===== config.mk =====
export PLATFORM = sky130hd
export DESIGN_NAME = txrx_fifo_pair
export DESIGN_NICKNAME = d
export VERILOG_FILES = /design/src/rtl/hfx_pkg.sv /design/src/rtl/hfx_byte_fifo.sv /design/src/rtl/hfx_flush_timer.sv /design/src/rtl/txrx_fifo_pair.sv
export SDC_FILE = /design/constraint.sdc
export NUM_CORES = 1
export LEC_CHECK = 0
export BUFFER_PORTS_ARGS = -buffer_cell sky130_fd_sc_hd__buf_4
export CAP_MARGIN = 5
export CORE_ASPECT_RATIO = 1.1
export CORE_UTILIZATION = 54
export DETAILED_ROUTE_END_ITERATION = 6
export GPL_TIMING_DRIVEN = 0
export PLACE_DENSITY_LB_ADDON = 0.05
export SYNTH_ARGS = -nofsm -noshare
export SYNTH_HDL_FRONTEND = slang
export SYNTH_SLANG_ARGS = --single-unit

===== constraint.sdc =====
create_clock -name clk_i -period 2.3 [get_ports clk_i]
set_input_delay 0.115 -clock clk_i [delete_from_list [all_inputs] [get_ports clk_i]]
set_output_delay 0.115 -clock clk_i [all_outputs]
set_load 0.005 [all_outputs]

===== src/rtl/hfx_pkg.sv =====
package hfx_pkg;
  localparam int FLUSH_TX_BIT = 7;
  localparam int FLUSH_RX_BIT = 8;
  localparam int NUM_CH       = 2;
  localparam int CH_TX        = 0;
  localparam int CH_RX        = 1;
endpackage


===== src/rtl/hfx_byte_fifo.sv =====
module hfx_byte_fifo #(
  parameter int DEPTH = 15,
  parameter int DW    = 8,
  localparam int CW   = $clog2(DEPTH + 1),
  localparam int PW   = (DEPTH > 1) ? $clog2(DEPTH) : 1
) (
  input  logic          clk_i,
  input  logic          rst_ni,
  input  logic          push_i,
  input  logic [DW-1:0] din_i,
  input  logic          pop_i,
  input  logic          clr_i,
  output logic [DW-1:0] dout_o,
  output logic [CW-1:0] count_o,
  output logic          empty_o,
  output logic          full_o
);
  logic [DW-1:0] mem [DEPTH];
  logic [PW-1:0] wr_ptr, rd_ptr;
  logic          do_push, do_pop;

  function automatic logic [PW-1:0] nxt(input logic [PW-1:0] p);
    return (p == PW'(DEPTH - 1)) ? '0 : p + 1'b1;
  endfunction

  assign empty_o = (count_o == '0);
  assign full_o  = (count_o == CW'(DEPTH));
  assign do_push = push_i && !full_o && !clr_i;
  assign do_pop  = pop_i && !empty_o && !clr_i;
  assign dout_o  = empty_o ? '0 : mem[rd_ptr];

  always_ff @(posedge clk_i) begin
    if (do_push) mem[wr_ptr] <= din_i;
  end

  always_ff @(posedge clk_i or negedge rst_ni) begin
    if (!rst_ni) begin
      wr_ptr  <= '0;
      rd_ptr  <= '0;
      count_o <= '0;
    end else if (clr_i) begin
      wr_ptr  <= '0;
      rd_ptr  <= '0;
      count_o <= '0;
    end else begin
      if (do_push) wr_ptr <= nxt(wr_ptr);
      if (do_pop)  rd_ptr <= nxt(rd_ptr);
      case ({do_push, do_pop})
        2'b10:   count_o <= count_o + 1'b1;
        2'b01:   count_o <= count_o - 1'b1;
        default: count_o <= count_o;
      endcase
    end
  end


  no_overflow_chk: assert property (@(posedge clk_i) disable iff (!rst_ni)
    count_o <= CW'(DEPTH));


  push_grow_chk: assert property (@(posedge clk_i) disable iff (!rst_ni)
    (push_i && !full_o && !pop_i && !clr_i) |=> (count_o == $past(count_o) + CW'(1)));


  empty_pop_chk: assert property (@(posedge clk_i) disable iff (!rst_ni)
    (pop_i && empty_o && !push_i && !clr_i) |=> $stable(count_o));
endmodule


===== src/rtl/hfx_flush_timer.sv =====
module hfx_flush_timer #(
  parameter int FLUSH_CYC = 4,
  localparam int TW = (FLUSH_CYC > 1) ? $clog2(FLUSH_CYC) : 1
) (
  input  logic clk_i,
  input  logic rst_ni,
  input  logic req_i,
  output logic busy_o,
  output logic done_o
);
  logic [TW-1:0] cnt_q;

  assign done_o = busy_o && (cnt_q == '0);

  always_ff @(posedge clk_i or negedge rst_ni) begin
    if (!rst_ni) begin
      busy_o <= 1'b0;
      cnt_q  <= '0;
    end else if (!busy_o) begin
      if (req_i) begin
        busy_o <= 1'b1;
        cnt_q  <= TW'(FLUSH_CYC - 1);
      end
    end else if (done_o) begin
      busy_o <= 1'b0;
    end else begin
      cnt_q <= cnt_q - 1'b1;
    end
  end


  no_restart_chk: assert property (@(posedge clk_i) disable iff (!rst_ni)
    (busy_o && !done_o) |=> busy_o);
endmodule


===== src/rtl/txrx_fifo_pair.sv =====
module txrx_fifo_pair
  import hfx_pkg::*;
#(
  parameter int DEPTH     = 15,
  parameter int DW        = 8,
  parameter int THR_W     = 4,
  parameter int CTRL_W    = 16,
  parameter int FLUSH_CYC = 4,
  localparam int CW       = $clog2(DEPTH + 1)
) (
  input  logic              clk_i,
  input  logic              rst_ni,
  input  logic [THR_W-1:0]  tx_thr_i,
  input  logic [THR_W-1:0]  rx_thr_i,
  input  logic              ctrl_wr_i,
  input  logic [CTRL_W-1:0] ctrl_wdata_i,
  output logic [CTRL_W-1:0] ctrl_rdata_o,
  input  logic              tx_wr_i,
  input  logic [DW-1:0]     tx_wdata_i,
  input  logic              rx_rd_i,
  output logic [DW-1:0]     rx_rdata_o,
  input  logic              tx_pop_i,
  output logic [DW-1:0]     tx_data_o,
  input  logic              rx_push_i,
  input  logic [DW-1:0]     rx_din_i,
  input  logic              tx_ovr_clr_i,
  output logic              tx_empty_o,
  output logic              tx_nempty_o,
  output logic              tx_full_o,
  output logic              tx_ovr_o,
  output logic              rx_empty_o,
  output logic              rx_nfull_o,
  output logic              rx_full_o
);
  logic [NUM_CH-1:0] fl_req, fl_busy, fl_done;
  logic [CW-1:0]     tx_cnt, rx_cnt;
  logic              ctrl_unused;

  // bits outside the two flush fields carry no function
  assign ctrl_unused = ^ctrl_wdata_i;

  for (genvar g = 0; g < NUM_CH; g++) begin : g_flush
    localparam int FBIT = (g == CH_TX) ? FLUSH_TX_BIT : FLUSH_RX_BIT;
    assign fl_req[g] = ctrl_wr_i && ctrl_wdata_i[FBIT];
    hfx_flush_timer #(.FLUSH_CYC(FLUSH_CYC)) u_timer (
      .clk_i  (clk_i),
      .rst_ni (rst_ni),
      .req_i  (fl_req[g]),
      .busy_o (fl_busy[g]),
      .done_o (fl_done[g])
    );
  end

  always_comb begin
    ctrl_rdata_o               = '0;
    ctrl_rdata_o[FLUSH_TX_BIT] = fl_busy[CH_TX];
    ctrl_rdata_o[FLUSH_RX_BIT] = fl_busy[CH_RX];
  end

  hfx_byte_fifo #(.DEPTH(DEPTH), .DW(DW)) u_tx (
    .clk_i   (clk_i),
    .rst_ni  (rst_ni),
    .push_i  (tx_wr_i && !fl_busy[CH_TX]),
    .din_i   (tx_wdata_i),
    .pop_i   (tx_pop_i && !fl_busy[CH_TX]),
    .clr_i   (fl_done[CH_TX]),
    .dout_o  (tx_data_o),
    .count_o (tx_cnt),
    .empty_o (tx_empty_o),
    .full_o  (tx_full_o)
  );

  hfx_byte_fifo #(.DEPTH(DEPTH), .DW(DW)) u_rx (
    .clk_i   (clk_i),
    .rst_ni  (rst_ni),
    .push_i  (rx_push_i && !fl_busy[CH_RX]),
    .din_i   (rx_din_i),
    .pop_i   (rx_rd_i && !fl_busy[CH_RX]),
    .clr_i   (fl_done[CH_RX]),
    .dout_o  (rx_rdata_o),
    .count_o (rx_cnt),
    .empty_o (rx_empty_o),
    .full_o  (rx_full_o)
  );

  assign tx_nempty_o = 32'(tx_cnt) <= 32'(tx_thr_i);
  assign rx_nfull_o  = 32'(rx_cnt) >= 32'(rx_thr_i);

  // set wins over clear so a same-cycle overrun is never lost
  always_ff @(posedge clk_i or negedge rst_ni) begin
    if (!rst_ni)                                      tx_ovr_o <= 1'b0;
    else if (tx_wr_i && tx_full_o && !fl_busy[CH_TX]) tx_ovr_o <= 1'b1;
    else if (tx_ovr_clr_i)                            tx_ovr_o <= 1'b0;
  end


  ovr_set_chk: assert property (@(posedge clk_i) disable iff (!rst_ni)
    (tx_wr_i && tx_full_o && !fl_busy[CH_TX]) |=> tx_ovr_o);


  flush_empty_chk: assert property (@(posedge clk_i) disable iff (!rst_ni)
    $fell(fl_busy[CH_TX]) |-> (tx_empty_o && tx_cnt == '0));


  flush_hold_chk: assert property (@(posedge clk_i) disable iff (!rst_ni)
    (fl_busy[CH_RX] && !fl_done[CH_RX]) |=> $stable(rx_cnt));
endmodule


; ---- Yosys cells after proc, flatten, opt, wreduce, memory -nomap -nowiden
; Memory sizes are Yosys's and may differ from the RTL's.
; Cells that the tools add are included.
[totals]
register_bits = 31
mem_bits_rw = 240
input_bits = 48
out_inout_bits = 39
wordCells = 114
memories = 2
[op_classes]
addsub = 10
n_lt_le_gt_ge = 2
eq_ne = 12
mux = 36
reduce_logical = 41
[memory_table]
columns = memory, depth, word_bits, read_ports, rd_clocked_by_memory_dff, write_ports, line_no
row1 = u_rx.mem, 15, 8, 1, 0, 1, hfx_byte_fifo.sv:18  ; logic [DW-1:0] mem [DEPTH];
row2 = u_tx.mem, 15, 8, 1, 0, 1, hfx_byte_fifo.sv:18
[ops]
columns = operator, count
row1 = 4-bit 2-to-1 mux, 14
row2 = 4-bit by 1-bit adder with 4-bit output (second input constant), 6
row3 = 4-bit equality test (second input constant), 6
row4 = 1-bit logical AND, 18
row5 = 8-bit 2-to-1 mux, 2
row6 = 4-bit one-hot mux with 2 select lines, 2
row7 = 2-bit nonzero test, 7
row8 = 1-bit 2-to-1 mux, 12
row9 = 2-bit 2-to-1 mux, 6
row10 = 1-bit zero test, 8
row11 = 4-bit zero test, 2
row12 = 4-bit by 1-bit subtractor with 4-bit output (second input constant), 2
row13 = 3-bit nonzero test, 2
row14 = 2-bit by 1-bit equality test with 1-bit output (second input constant), 2
row15 = 2-bit equality test (second input constant), 2
row16 = 4-bit greater-or-equal comparator, 1
row17 = 4-bit <= comparator, 1
row18 = 2-bit zero test, 2
row19 = 2-bit inequality test (second input constant), 2
row20 = 2-bit AND reduction, 2
row21 = 2-bit by 1-bit subtractor with 2-bit output (second input constant), 2

; ---- Logic depth before layout (Yosys ltp)
[logic_depth]
word_depth = 7
mapped_depth = 10

; ---- Modules after synthesis
; From an unflattened synthesis, not the netlist that was laid out.
[hier_totals]
hier_cells = 707
area_unflattened_um2 = 11708.7
[modules_own_cells]
columns = module, n_inst, cells_per_inst, area_each_um2, seq_area_each_um2
row1 = hfx_byte_fifo at u_rx, 1, 320, 5520.3, 3903.7
row2 = hfx_byte_fifo at u_tx, 1, 308, 5507.8, 3903.7
row3 = txrx_fifo_pair, 1, 53, 372.9, 25.0
row4 = hfx_flush_timer, 2, 13, 153.9, 75.1

; ---- Worst setup path before layout
; No wires, ideal clock.
[synth_path]
path_type = reg2reg
from = register u_rx.count_o[0]
to = memory u_rx.mem[1][0] (enable)
setup_ps = 395
t_arrival_ps = 2100
slack_ps = -195
stages_incl_launch_ff = 5
synth_period_minus_slack_ps = 2495
path_cell_list = dfrtp_1 and4_1 or3b_4 buf_6 nor4_1
[synth_via]
elab_chain_cells = 6
[synth_rtl]
columns = item, line_no
row1 = start: declaration, hfx_byte_fifo.sv:14  ; output logic [CW-1:0] count_o,
row2 = start signal: assignment, hfx_byte_fifo.sv:49  ; 2'b10: count_o <= count_o + 1'b1;
row3 = start signal: assignment, hfx_byte_fifo.sv:50  ; 2'b01: count_o <= count_o - 1'b1;
row4 = start signal: assignment, hfx_byte_fifo.sv:51  ; default: count_o <= count_o;
row5 = 4-bit equality test, hfx_byte_fifo.sv:27  ; assign full_o = (count_o == CW'(DEPTH));
row6 = named net rx_full_o, txrx_fifo_pair.sv:33  ; output logic rx_full_o
row7 = 1-bit zero test, hfx_byte_fifo.sv:28  ; assign do_push = push_i && !full_o && !clr_i;
row8 = 1-bit logical AND (2 in series), hfx_byte_fifo.sv:28
row9 = 1-bit 2-to-1 mux, hfx_byte_fifo.sv:33  ; if (do_push) mem[wr_ptr] <= din_i;
row10 = 1-bit 2-to-1 mux (implied by the code), hfx_byte_fifo.sv:33
row11 = end: declaration, hfx_byte_fifo.sv:18
; The timed path passes the listed nets, and every way through them passes these cells.

; ---- Worst setup path after layout
[layout_path]
from = register u_tx.rd_ptr[0]
to = output tx_data_o[2]
[layout_via]
elab_chain_cells = 2
[layout_rtl]
columns = item, line_no
row1 = start: declaration, hfx_byte_fifo.sv:19  ; logic [PW-1:0] wr_ptr, rd_ptr;
row2 = start signal: assignment, hfx_byte_fifo.sv:47  ; if (do_pop) rd_ptr <= nxt(rd_ptr);
row3 = memory 15 x 8 bit, n/a
row4 = 8-bit 2-to-1 mux, hfx_byte_fifo.sv:30  ; assign dout_o = empty_o ? '0 : mem[rd_ptr];
row5 = end: declaration, txrx_fifo_pair.sv:23  ; output logic [DW-1:0] tx_data_o,
; No other way between the ends.

==> impl_metrics.ini <==
[run_status]
outcome = finished, violations left
violations = setup timing

[power_and_ir_drop]
p_sw_mw = 5.66
power.leakage_nw = 5.00
p_comb_share_pct = 40.1
vdd_drop_max_mv = 0.775
sw_share_pct = 33.1
share_seq_of_total_power_pct = 37.0
powerDensity_nw_per_um2 = 1180
p_clk_share_pct = 23.0
total_power_mw = 17.1
power_report.internal_total_mw = 11.4

[place]
detailedPlacementHpwl_um = 15800
buffer_ports.inserted = 58
dp_cells = 1068
place_worst_setup_slack_ps = -606
place_congestion = 0.840

[yosys]
yosysUniqueCellTypes = 50
postSynth.asyncResetShare_pct = 11.4
synthesized_instance_count = 709
synth-edff-count = 240
synth_warnings = 0
synthesis.area_per_instance_um2 = 16.2
synth_seq_area_share_pct = 69.4
synthesis.area_um2 = 11500
register_bit_total_from_synthesis = 271
synth-main-ff-cell = edfxtp_1

[die]
fp.dieArea_um2 = 21900
ios = 87
die-width_um = 141
std_cell_rows = 55
design.core.area_um2 = 20700
die_height_um = 155
initial_core_utilization_pct = 55.5

[critical_path]
regToRegSetupSlack_ps = 50
criticalPathCategory = reg2out
crit_path_end_kind = primary output
startpoint_type = flip-flop
critPathMaxFanout = 8
worstPathRequired_ps = 2180
regToRegStartpoint = u_rx.count_o[2]
worst_ep_arrival_time_ps = 2290
crit-reg2reg-capture = u_rx.mem[1][5]
worst-r2r-cell-count = 5

[layout]
flow.area_growth_from_synthesis_pct = 25.7
num-fill-cells = 1370
finish.net_count = 930
diodes = 0
area.sequential_um2 = 7990
fraction_of_final_layout_cells_sized_beyond_drive_strength_1_pct = 35.3
finalNonFillerCells = 1170
multi_input_comb_area_um2 = 3760

[drt]
drtIter0Drc = 518
drcViolationCount = 0
detailroute.via_count = 6670
ant_nets = 0
wl_per_cell_um = 21.3
finalWirelength_um = 24900
routed_via_density = 5.70
drt_pass1_iterations = 5

[timing]
pins_over_slew_limit = 0
grt_setup_unrepaired = true
fmaxAchievable_mhz = 417
report.final.hold_viol_count = 0
post_route_clock_skew_ps = 13.6
fin_crit_ps = 2400
timing.final.ws_setup_ps = -100
timing.max_slew.rel_slack_pct = 48.9
post-route-period-util_pct = 104
worst-slew-pin-transition_ps = 767
setup_viol = 16
totalNegativeSetupSlack_ps = -839

[clock_network]
worst_skew_pair.late_latency_ps = 520
htreeDepth = 1
cts-root-buf = clkbuf_16
cts_buffer_depth = 3
cts_made_buffers = 27
clk_slew_on_worst_s_h_paths_ps = 60
cts.sinks = 271
clock_tree_from_tritoncts = built

[grt]
grt_start_max_net_pins = 32
wire_length_of_the_first_global_routing_pass_um = 37400
antenna_found_initial = 0
gr-usage-all-layers_pct = 22.9
grt_pass1_vias = 6784
global_route.overflow_total = 0

[worst_hold_path]
min-delay-path-class = in2async

[flow_run]
drv.max_cap_violation_count = 0
-- cells in the final DEF (no fill, tap or decap), types with 5 or more instances in the layout --
cell | synthesis | layout
inv_1 | 17 | 17
clkinv_2 | 0 | 9
buf_12 | 0 | 12
buf_6 | 1 | 7
nand2b_1 | 10 | 10
buf_4 | 24 | 100
or3_1 | 6 | 5
o21ai_0 | 30 | 22
clkbuf_16 | 0 | 30
dlygate4sd3_1 | 0 | 23
o22ai_2 | 0 | 7
dfrtp_2 | 0 | 9
ha_1 | 18 | 16
nand3_1 | 9 | 9
nor2_2 | 4 | 6
a22oi_2 | 0 | 10
a22oi_1 | 16 | 6
dfrtp_1 | 31 | 22
conb_1 | 1 | 14
mux2i_4 | 0 | 10
clkbuf_1 | 21 | 21
nor2_4 | 0 | 16
mux4_2 | 48 | 48
o22ai_1 | 17 | 10
nor2b_1 | 7 | 7
nor3_1 | 18 | 9
a21oi_1 | 27 | 27
edfxtp_1 | 240 | 240
o21ai_1 | 0 | 8
nand2_1 | 36 | 35
mux2i_1 | 32 | 15
nor2_1 | 31 | 13
mux2i_2 | 0 | 7
nor3_4 | 0 | 9
-- layer usage --
| layer | up-vias | global-route usage [%] | share of wire, % | routed length, µm |
|---|---|---|---|---|
| li1 | 3062 | - | - | - |
| met1 | 3382 | 28.4 | 40 | 10000 |
| met2 | 182 | 41.6 | 54 | 13400 |
| met3 | 44 | 2.83 | 4.1 | 1010 |
| met4 | 0 | 7.66 | 2.2 | 556 |
| met5 | - | 0 | 0 | 0 |
-- layout make-up --
class | instances | area share (%)
Sequential cell | 271 | 55.3
Multi-Input combinational cell | 377 | 26.0
Timing Repair Buffer | 117 | 7.43
Clock buffer | 38 | 5.03
Buffer | 53 | 2.93
Tap cell | 285 | 2.47
Inverter | 17 | 0.441
Clock inverter | 12 | 0.424
-- cells in the mapped netlist, types with 5 or more instances --
| master | count | share of area [%] |
|---|---|---|
| o21ai_0 | 30 | 1.3 |
| or3_1 | 6 | 0.33 |
| nand3_1 | 9 | 0.39 |
| dfrtp_1 | 31 | 6.7 |
| clkbuf_1 | 21 | 0.69 |
| mux4_2 | 48 | 9.4 |
| a21oi_1 | 27 | 1.2 |
| inv_1 | 17 | 0.55 |
| buf_1 | 6 | 0.20 |
| o22ai_1 | 17 | 0.92 |
| nor4_1 | 5 | 0.27 |
| nor2_1 | 31 | 1.0 |
| buf_4 | 24 | 1.6 |
| edfxtp_1 | 240 | 63 |
| mux2i_1 | 32 | 2.8 |
| a31oi_1 | 5 | 0.27 |
| nor2b_1 | 7 | 0.38 |
| nand2_1 | 36 | 1.2 |
| a22oi_1 | 16 | 1.0 |
| nand2b_1 | 10 | 0.54 |
| nor3_1 | 18 | 0.78 |
| ha_1 | 18 | 2.0 |
-- repair_timing --
item / 4_1_cts / 5_1_grt
buffers inserted: 15 / 16
endpoints found under the setup margin: 241 / 165
pin swaps: 5 / 28
endpoints found under the hold margin: 274 / 0
hold buffers: 23 / 0
gates resized for setup: 122 / 45
cloned: 0 / 3
-- worst max path at each step --
| stage | from | to | cells after the start |
|---|---|---|---|
| after floorplan | u_rx.count_o[0] | u_rx.mem[1][0] | 4 |
| after global placement | u_rx.count_o[0] | u_rx.mem[2][5] | 4 |
| after detailed placement | u_tx.count_o[1] | u_tx.mem[6][3] | 6 |
| after CTS | u_rx.count_o[2] | u_rx.mem[11][2] | 6 |
| after global routing | u_tx.rd_ptr[0] | tx_data_o[1] | 6 |
| final | u_tx.rd_ptr[0] | tx_data_o[2] | 6 |
-- critical path, stage by stage (launching register included) --
cell and delay (ps):
dfrtp_1 410, buf_12 150, buf_12 130, mux4_2 550, mux2i_4 210, o22ai_1 150, buf_4 160
-- power groups by stage --
stage	Clock (mW)	Sequential (mW)	Combinational, mW
floorplan	0	6.21	3.54
global placement	0	6.28	5.11
detailed placement	0	6.31	5.31
CTS	3.99	6.26	6.34
global route	4.15	6.38	7.31
finish	3.92	6.31	6.84
-- sequential cells by signal, summed over array words and instances (netlist names) --
register,count
u_rx.mem,120
u_rx.rd_ptr,4
u_tx.rd_ptr,4
u_tx.wr_ptr,4
u_tx.mem,120
u_rx.wr_ptr,4
g_flush.u_timer.busy_o,2
tx_ovr_o,1
u_rx.count_o,4
g_flush.u_timer.cnt_q,4
u_tx.count_o,4
-- cells by family (layout without fill, tap and decap cells) --
logic type	after synthesis	after routing	share of synthesized area [%]
xor gates and xnor gates	5	5	0.381
AOI/OAI and AO/OA	115	115	6.17
buffers and inverters	74	237	3.32
and+or+nand+nor	145	145	6.57
DFF	271	271	69.4
adders and majority gates	18	18	1.96
other	1	14	0.0326
muxes	80	80	12.2
-- through the flow --
step           area, µm²  utilization (%)  hold slack, ps
4_1_cts            14000             67.8            83.3
5_1_grt            14500             69.8             125
3_3_place_gp       12400             59.6            80.4
6_report           14500             69.8            87.7
2_1_floorplan      11600                -            -181
3_5_place_dp       12400             59.9            95.7
(Power assumes the default switching activity.)
